==> config.mk <==
export PLATFORM = sky130hd
export DESIGN_NAME = xproc_sync_reg
export DESIGN_NICKNAME = d
export VERILOG_FILES = /design/src/rtl/xproc_sync_reg.sv
export SDC_FILE = /design/constraint.sdc
export NUM_CORES = 1
export LEC_CHECK = 0
export ABC_CLOCK_PERIOD_IN_PS = 800
export BUFFER_PORTS_ARGS = -buffer_cell sky130_fd_sc_hd__buf_2
export CAP_MARGIN = 20
export CORE_MARGIN = 2
export CORE_UTILIZATION = 28
export CTS_CLUSTER_DIAMETER = 50
export DETAILED_ROUTE_END_ITERATION = 8
export PLACE_DENSITY = 0.79
export SETUP_SLACK_MARGIN = 0.4
export SYNTH_ARGS = -nofsm -noshare
export SYNTH_HDL_FRONTEND = slang
export SYNTH_SLANG_ARGS = --single-unit
==> constraint.sdc <==
create_clock -name clk -period 0.8 [get_ports clk]
set_clock_uncertainty 0.1 [all_clocks]
set_input_delay 0.08 -clock clk [delete_from_list [all_inputs] [get_ports clk]]
set_output_delay 0.08 -clock clk [all_outputs]
set_load 0.005 [all_outputs]
==> src/rtl/xproc_sync_reg.sv <==
module xproc_sync_reg (
  input  logic        clk,
  input  logic        rst_n,
  input  logic        a_wr_en,
  input  logic [15:0] a_wdata,
  output logic [15:0] a_rdata,
  output logic        a_irq,
  input  logic        b_wr_en,
  input  logic [15:0] b_wdata,
  output logic [15:0] b_rdata,
  output logic        b_irq
);

  logic [3:0] a_nib, b_nib;
  logic       a_ien, b_ien;

  always_ff @(posedge clk or negedge rst_n) begin
    if (!rst_n) begin
      a_nib <= '0;
      a_ien <= 1'b0;
    end else if (a_wr_en) begin
      a_nib <= a_wdata[11:8];
      a_ien <= a_wdata[14];
    end
  end

  always_ff @(posedge clk or negedge rst_n) begin
    if (!rst_n) begin
      b_nib <= '0;
      b_ien <= 1'b0;
    end else if (b_wr_en) begin
      b_nib <= b_wdata[11:8];
      b_ien <= b_wdata[14];
    end
  end

  assign a_rdata = {1'b0, a_ien, 2'b00, a_nib, 4'b0000, b_nib};
  assign b_rdata = {1'b0, b_ien, 2'b00, b_nib, 4'b0000, a_nib};

  assign a_irq = b_wr_en & b_wdata[13] & a_ien;
  assign b_irq = a_wr_en & a_wdata[13] & b_ien;

  logic unused_bits;
  assign unused_bits = &{1'b0, a_wdata[15], a_wdata[12], a_wdata[7:0],
                         b_wdata[15], b_wdata[12], b_wdata[7:0]};


  a_nib_store_chk: assert property (@(posedge clk) disable iff (!rst_n)
    a_wr_en |=> a_rdata[11:8] == $past(a_wdata[11:8]));

  b_nib_store_chk: assert property (@(posedge clk) disable iff (!rst_n)
    b_wr_en |=> b_rdata[11:8] == $past(b_wdata[11:8]));

  a_mirror_chk: assert property (@(posedge clk) disable iff (!rst_n)
    b_wr_en |=> a_rdata[3:0] == $past(b_wdata[11:8]));

  b_mirror_chk: assert property (@(posedge clk) disable iff (!rst_n)
    a_wr_en |=> b_rdata[3:0] == $past(a_wdata[11:8]));

  a_ien_store_chk: assert property (@(posedge clk) disable iff (!rst_n)
    a_wr_en |=> a_rdata[14] == $past(a_wdata[14]));

  b_ien_store_chk: assert property (@(posedge clk) disable iff (!rst_n)
    b_wr_en |=> b_rdata[14] == $past(b_wdata[14]));

  a_irq_cause_chk: assert property (@(posedge clk) disable iff (!rst_n)
    a_irq |-> (b_wr_en && b_wdata[13] && a_rdata[14]));

  b_irq_cause_chk: assert property (@(posedge clk) disable iff (!rst_n)
    b_irq |-> (a_wr_en && a_wdata[13] && b_rdata[14]));

  a_irq_fire_chk: assert property (@(posedge clk) disable iff (!rst_n)
    (b_wr_en && b_wdata[13] && a_rdata[14]) |-> a_irq);

  zero_bits_chk: assert property (@(posedge clk) disable iff (!rst_n)
    (a_rdata[15:12] & 4'b1011) == 4'b0 && a_rdata[7:4] == 4'b0 &&
    (b_rdata[15:12] & 4'b1011) == 4'b0 && b_rdata[7:4] == 4'b0);

  a_hold_chk: assert property (@(posedge clk) disable iff (!rst_n)
    !a_wr_en |=> $stable(a_rdata[15:4]));

  b_hold_chk: assert property (@(posedge clk) disable iff (!rst_n)
    !b_wr_en |=> $stable(b_rdata[15:4]));

endmodule

==> results of run 1 <==
## sequential cells by signal (all words and copies together), names as in the netlist
signal / cells
a_nib: 4
b_nib: 4
a_ien: 1
b_ien: 1
## cells in the mapped netlist (all sizes together)
cell type	instances	share of area
buf	24	0.32
dfrtp	10	0.45
mux2	10	0.20
and3	2	0.027
conb	1	0.0067
## layout make-up
| class | instances | share of cell area |
|---|---|---|
| multi-input combinational | 26 | 0.246 |
| tap | 27 | 0.0434 |
| timing repair buffer | 39 | 0.342 |
| sequential | 10 | 0.322 |
| clock buffer | 4 | 0.0466 |
## logic make-up after synthesis
kind of cell | after synthesis
buffers and inverters | 24
muxes | 10
DFF | 10
and+or+nand+nor | 2
other | 1
## stage by stage
step	TNS (ps)	instance area (µm²)	cells	worst slack, ps	util
after detailed placement	-522	669	101	-71.7	0.348
final	-4680	778	106	-284	0.405
after global routing	-5630	778	106	-327	0.405
after floorplan	-528	626	60	-53.5	-
after CTS	-5100	774	106	-305	0.403
after global placement	-363	669	101	-51.3	0.348
## routing by layer
metal / track usage / part of all wire
met2: 0.155 / 0.55
met4: 0.0429 / 0
met1: 0.105 / 0.35
met5: 0 / 0
met3: 0.0337 / 0.096
## worst paths after layout
kind / start / to / slack, ps / cells after the start
max: a_ien / a_irq / -280 / 2
min: rst_n / b_nib[3] / -430 / 1
max reg2reg: a_ien / a_ien / -180 / 2
min reg2reg: a_nib[2] / a_nib[2] / 430 / 1
max in group asynchronous: rst_n / a_ien / 850 / 1
min in group clk: a_wdata[10] / a_nib[2] / -50 / 2
## power by group through the flow
stage | Clock, µW | Combinational (µW) | Sequential (µW)
2_1_floorplan | 0 | 210 | 605
3_5_place_dp | 0 | 266 | 598
4_1_cts | 470 | 333 | 591
5_1_grt | 488 | 361 | 598
3_3_place_gp | 0 | 261 | 593
6_report | 444 | 332 | 590
## worst reg2reg max path, stage by stage (launching register included)
cell     delay (ps)
dfrtp_1         390
buf_4           130
mux2_2          250
## timing repair
action / CTS / global route
endpoints found under the setup margin: 30 / 30
buffers inserted: 1 / 0
endpoints found under the hold margin: 20 / 20
gates resized for setup: 11 / 1
==> run metrics, run 1 <==
outcome finished, violations left; failing checks hold timing, setup timing; maximum root-to-sink buffer count 2; die area about 2400 µm²; Vias/cell ~3.6; # Max-Cap Violations 0; post-synthesis mux area share 0.200; Crit path arrival time approximately 900 ps; vias in the first global route between 300 and 400; FF+latch count, synth 10; setup ws final -284 ps; first-pass GRT wire length 1.68 mm; CP Class reg -> out; wire per inst 9.56 µm; total global routing overflow 0; CTS Buf Count 3; clk sinks 10; type of the most critical hold path in -> async; LEAKAGE a little over 0.0004 µW; Final min period between 1000 and 1500 ps; PortBufs 35; Max FO, Critical Path 3; crit-path leading delay family flip-flops; Die X approximately 50 µm; drt pass-1 iters 1; WP buf/inv 1; PD cells 1750 nW/µm²; Post-DP HPWL 851 µm; Final Wtd Congestion about 0.67; CP peak stage delay slightly below 400 ps; switching pwr 318 µW; ANT nets after route 0; crit path max-delay cell type dfrtp_1; Final Net Count 116; most frequent cells in the layout 27 x buf_2, 14 x conb_1, 11 x buf_6; worst vdd ir between 600 and 700 µV; Flop pwr share 0.432; adder-cell share of the synthesized area 0; drc violations 0; most common cell after layout, fill and taps aside buf_2; io pins 70; max-slew violation count 0; Fin. Hold Viols 20; Initial Util 0.292; Synthesis Warnings 0; CTS root buffer clkbuf_4; TritonCTS clock tree done; largest family of logic cells by synthesized area buffers and inverters; share of the clock period used by the worst path 1.36; CP Capture Type output port; f_max 922 MHz; Netlist cell types 5; DRT iter0 DRCs 0; Clock power frac 0.325; initial antenna violation count 0; Synth Area in Compound Gates 0; Multi-input gate area 191 µm²; Simple-Gate Fraction of Synth Area 0.0267; share of layout cells above drive strength 1 0.696; Worst-Skew Late Latency ~260 ps; largest net degree at the start of global routing 11; Area Overhead vs Synth 38.5%; Total GRT Usage 0.0928; internal power approximately 1000 µW; CP required a little over 600 ps; Net Sw Frac 0.233; CORE AREA approximately 1900 µm²; xor and xnor fraction of the mapped netlist area 0; cells after synthesis 47; Logic pwr share 0.243; CTS clock-pin slew for the worst setup and hold paths 70 ps; Routed WL around 1.0 mm; Cell Area, Synth roughly 560 µm²; Seq/Total Area, Yosys 0.445; overall power around 1400 µW; final hold slack -434 ps; Storage cell area about 250 µm²; startpoint type of the worst setup path register; critical-path cell list and3_4 > buf_6; row cnt 16; syn avg cell area roughly 12 µm²; vias roughly 380; Die Height slightly below 50 µm; antenna cells 0; number of fill cells between 200 and 250; RSZ-0062 raised after global routing true; final setup fails 30; H-tree levels 1
(Power assumes the default switching activity.)
==> run 2: changes to the inputs <==
--- a/config.mk
+++ b/config.mk
@@ -8,10 +8,12 @@
 export ABC_CLOCK_PERIOD_IN_PS = 800
 export BUFFER_PORTS_ARGS = -buffer_cell sky130_fd_sc_hd__buf_2
 export CAP_MARGIN = 20
+export CORE_ASPECT_RATIO = 0.75
 export CORE_MARGIN = 2
 export CORE_UTILIZATION = 28
 export CTS_CLUSTER_DIAMETER = 50
 export DETAILED_ROUTE_END_ITERATION = 8
+export GPL_TIMING_DRIVEN = 1
 export PLACE_DENSITY = 0.79
 export SETUP_SLACK_MARGIN = 0.4
 export SYNTH_ARGS = -nofsm -noshare
==> run metrics, run 2 (synthesis gave the netlist of run 1 again) <==
DRT iter0 DRCs 1 (+1); Logic pwr share 0.336 (+0.093); f_max 920 MHz (-0.24%); RSZ-0062 raised after global routing true; share of layout cells above drive strength 1 0.714 (+0.0181); most common cell after layout, fill and taps aside buf_6; PD cells 1580 nW/µm² (-10%); FF-to-FF End b_ien; largest net degree at the start of global routing 11 (unchanged); setup ws final -287 ps (-2.63 ps); Vias/cell 3.92 (+10%); CP Class reg -> out; final setup fails 30 (unchanged); type of the most critical hold path in -> async; Initial Util 0.311 (+0.0188); die area 2380 µm² (+0.16%); drc violations 0 (unchanged); # Max-Cap Violations 0 (unchanged); Final Net Count 122 (+5.2%); Routed WL 1.27 mm (+25%); vias in the first global route 410 (+3.5%); Max FO, Critical Path 3 (unchanged); CTS clock-pin slew for the worst setup and hold paths 60 ps (about the same); Fin. Hold Viols 20 (unchanged); final hold slack -428 ps (+5.51 ps); PortBufs 35 (unchanged); H-tree levels 1 (unchanged); Post-DP Area 693 µm² (+3.6%); CP required 620 ps (about the same); internal power 1050 µW (about the same); failing checks hold timing, setup timing; crit path to b_irq; drt pass-1 iters 3 (+2); Crit path arrival time 910 ps (about the same); CP Capture Type output port; CP startpoint b_ien; fin util 0.487 (+0.0822); maximum root-to-sink buffer count 2 (unchanged); Regs by FF count a_nib (4), b_nib (4); Die Height 42.8 µm (-12%); Worst-Skew Late Latency 260 ps (about the same); Final min period 1090 ps (+2.63 ps); crit path max-delay cell type dfrtp_1; row cnt 13 (-3); outcome finished, violations left; CORE AREA 1810 µm² (-6.1%); pre-CTS setup slack -64.6 ps (+7.16 ps); Net Sw Frac 0.245 (+0.0121); total global routing overflow 0 (unchanged); Flop pwr share 0.428 (-0.004); overall power 1390 µW (+1.7%); R2R Path Start b_ien; share of the clock period used by the worst path 1.36 (+0.00329); Area Overhead vs Synth 56.6%; number of fill cells 147 (-33%); CP peak stage delay 390 ps (about the same); FF-to-FF setup slack -200 ps (-20 ps); vias 416 (+10%); clk sinks 10 (unchanged); Clock power frac 0.236 (-0.089); Die X 55.7 µm (+14%); Final Cell Area 880 µm² (+13%); Final Wtd Congestion 0.613 (-9.1%); R2R cell count 2 (unchanged); first-pass GRT wire length 1.91 mm (+14%); critical-path cell list and3_4 > buf_6; ANT nets after route 0 (unchanged); most frequent cells in the layout 25 x buf_6, 19 x buf_2, 14 x conb_1; wire per inst 12.0 µm (+25%); Post-DP HPWL 885 µm (+3.9%); TritonCTS clock tree done; antenna cells 0 (unchanged); startpoint type of the worst setup path register; LEAKAGE 0.000463 µW (+12%); io pins 70 (unchanged); worst vdd ir 956 µV (+42%); switching pwr 341 µW (+7.0%); CTS root buffer clkbuf_4; max-slew violation count 0 (unchanged); Total GRT Usage 0.110 (+0.0169); CTS Buf Count 3 (unchanged); initial antenna violation count 0 (unchanged)
run 2: changes by cell type in the layout (fill, tap and decap cells not counted), sizes merged:
cell,before,now
buf,39,45
clkbuf,4,3
run 2: timing repair:
item,in CTS,in global routing
gates resized for setup,25,2
buffers inserted,1,2
endpoints found under the hold margin,20,20
setup endpoints to repair,30,30
run 2: power by group through the flow:
stage | combinational (µW) | clock, µW | sequential (µW)
6_report | 467 | 327 | 595
3_5_place_dp | 297 | 0 | 595
4_1_cts | 441 | 339 | 594
5_1_grt | 499 | 373 | 601
2_1_floorplan | 210 | 0 | 605
3_3_place_gp | 292 | 0 | 592
run 2: worst min-delay path by stage:
stage          slack [ps]  endpoint
4_1_cts              -430  b_nib[2]
6_report             -430  a_nib[3]
3_5_place_dp         -150  a_nib[3]
2_1_floorplan        -320     a_ien
5_1_grt              -430  a_nib[3]
3_3_place_gp         -150  a_nib[0]
run 2: stage by stage:
stage | setup TNS, ps | instances
6_report | -5780 | 106
4_1_cts | -5660 | 104
5_1_grt | -6730 | 106
3_5_place_dp | -499 | 100
2_1_floorplan | -528 | 60
3_3_place_gp | -381 | 100
run 2: worst max-delay path: cells and delay by family, from the launching register on:
kind,cells,cell delay (ps)
DFF,1,390
and+or+nand+nor,1,150
buffers and inverters,1,110
run 2: area by class of cell:
| cell class | instances | area, µm² | area share |
|---|---|---|---|
| clock buffer | 3 | 22.5 | 0.0256 |
| multi-input combinational | 26 | 195 | 0.222 |
| sequential | 10 | 250 | 0.284 |
| tap | 22 | 27.5 | 0.0313 |
| timing repair buffer | 45 | 384 | 0.437 |
run 2: metal layers:
metal  wire [µm]  track usage  vias to the layer above
li1            -            -                      192
met1         419        0.101                      198
met2         728        0.214                       26
met3         122       0.0366                        0
met4           0       0.0585                        0
met5           0            0                        -
==> run 3: changes to the inputs <==
--- a/config.mk
+++ b/config.mk
@@ -14,8 +14,9 @@
 export CTS_CLUSTER_DIAMETER = 50
 export DETAILED_ROUTE_END_ITERATION = 8
 export GPL_TIMING_DRIVEN = 1
-export PLACE_DENSITY = 0.79
+export PLACE_DENSITY = 0.73
 export SETUP_SLACK_MARGIN = 0.4
+export SKIP_CTS_REPAIR_TIMING = 1
 export SYNTH_ARGS = -nofsm -noshare
 export SYNTH_HDL_FRONTEND = slang
 export SYNTH_SLANG_ARGS = --single-unit
==> run metrics, run 3 (synthesis gave the netlist of run 1 again) <==
io pins 70 (unchanged); max-slew violation count 0 (unchanged); Flop pwr share 0.407 (-0.021); wire per inst 11.0 µm (-8.1%); Initial Util 0.311 (unchanged); clk sinks 10 (unchanged); startpoint type of the worst setup path register; R2R cell count 2 (unchanged); total global routing overflow 0 (unchanged); largest net degree at the start of global routing 11 (unchanged); drt pass-1 iters 2 (-1); share of layout cells above drive strength 1 0.707 (-0.00697); Final Wtd Congestion 0.651 (+6.2%); most frequent cells in the layout 21 x buf_2, 20 x buf_6, 14 x conb_1; worst vdd ir 1140 µV (+20%); Regs by FF count a_nib (4), b_nib (4); Area Overhead vs Synth 50.1%; RSZ-0062 raised after global routing true; f_max 908 MHz (-1.4%); CP Class reg -> out; most common cell after layout, fill and taps aside buf_2; fin util 0.467 (-0.0201); Clock power frac 0.311 (+0.075); Post-DP Area 686 µm² (-1.1%); Final Cell Area 843 µm² (-4.1%); PD cells 1730 nW/µm² (+9.4%); outcome finished, violations left; DRT iter0 DRCs 5 (+4); CTS Buf Count 3 (unchanged); LEAKAGE 0.000444 µW (-4.2%); type of the most critical hold path in -> async; H-tree levels 1 (unchanged); final setup fails 30 (unchanged); row cnt 13 (unchanged); Routed WL 1.15 mm (-9.8%); maximum root-to-sink buffer count 2 (unchanged); Worst-Skew Late Latency 260 ps (about the same); TritonCTS clock tree done; CP required 620 ps (about the same); R2R Path Start a_ien; ANT nets after route 0 (unchanged); Fin. Hold Viols 20 (unchanged); DP Cell Count 99 (-1.0%); Final Net Count 119 (-2.5%); # Max-Cap Violations 0 (unchanged); die area 2380 µm² (unchanged); antenna cells 0 (unchanged); final hold slack -432 ps (-3.29 ps); setup ws final -302 ps (-15.1 ps); Logic pwr share 0.283 (-0.053); Finished Layout Cells 104 (-1.9%); Net Sw Frac 0.239 (-0.00641); Post-DP HPWL 815 µm (-7.9%); failing checks hold timing, setup timing; share of the clock period used by the worst path 1.38 (+0.0188); vias 412 (-0.96%); internal power 1110 µW (+5.8%); Die Height 42.8 µm (unchanged); Crit path arrival time 920 ps (about the same); PortBufs 35 (unchanged); CTS clock-pin slew for the worst setup and hold paths 70 ps (about the same); Final min period 1100 ps (+15.1 ps); CORE AREA 1810 µm² (unchanged); FF-to-FF setup slack -200 ps (about the same); Vias/cell 3.96 (+0.94%); first-pass GRT wire length 1.41 mm (-26%); Die X 55.7 µm (unchanged); Total GRT Usage 0.0795 (-0.0302); vias in the first global route 331 (-19%); initial antenna violation count 0 (unchanged); switching pwr 348 µW (+2.2%); CP startpoint b_ien; FF-to-FF End a_ien; CP Capture Type output port; Max FO, Critical Path 3 (unchanged); CTS root buffer clkbuf_4; drc violations 0 (unchanged)
==> run 3: changes by cell type in the layout (fill, tap and decap cells not counted) <==
cell      delta
clkbuf_8     +1
buf_6        -5
mux2_4       -1
buf_2        +2
mux2_2       +1
==> run 3: final cells by class <==
cell class / count / area [µm²]
clock buffers: 4 / 36.3
multi-input cells: 26 / 191
flip-flops and latches: 10 / 250
fillers: 168 / 962
well taps: 22 / 27.5
repair buffers: 42 / 338
==> run 3: power groups by stage <==
stage	Combinational, µW	Sequential [µW]	Clock [µW]
2_1_floorplan	210	605	0
3_3_place_gp	284	593	0
3_5_place_dp	287	596	0
4_1_cts	288	589	471
5_1_grt	441	600	486
6_report	412	593	453
==> run 3: per-stage QoR <==
step | setup TNS [ps] | setup slack (ps) | hold WS (ps) | power (µW)
2_1_floorplan | -528 | -53.5 | -316 | 814
3_3_place_gp | -395 | -63.2 | -152 | 877
3_5_place_dp | -537 | -76.2 | -146 | 884
4_1_cts | -5730 | -325 | -435 | 1350
5_1_grt | -6310 | -339 | -422 | 1530
6_report | -5470 | -302 | -432 | 1460
==> run 3: layer usage <==
metal / track usage / up-vias / share of wire
met5: 0 / - / 0
met4: 0.0585 / 0 / 0
met3: 0.0213 / 0 / 0.13
met2: 0.119 / 33 / 0.48
met1: 0.0981 / 192 / 0.38
li1: - / 187 / -
==> run 3: worst max-delay path, stage by stage, from the launching register on <==
cell and delay (ps):
dfrtp_1 400, and3_4 160, buf_6 100
==> run 3: how the worst max path moves through the flow <==
stage / end / slack [ps]
2_1_floorplan: a_nib[0] / -50
3_3_place_gp: b_ien / -60
3_5_place_dp: b_nib[2] / -80
4_1_cts: b_irq / -320
5_1_grt: b_irq / -340
6_report: b_irq / -300
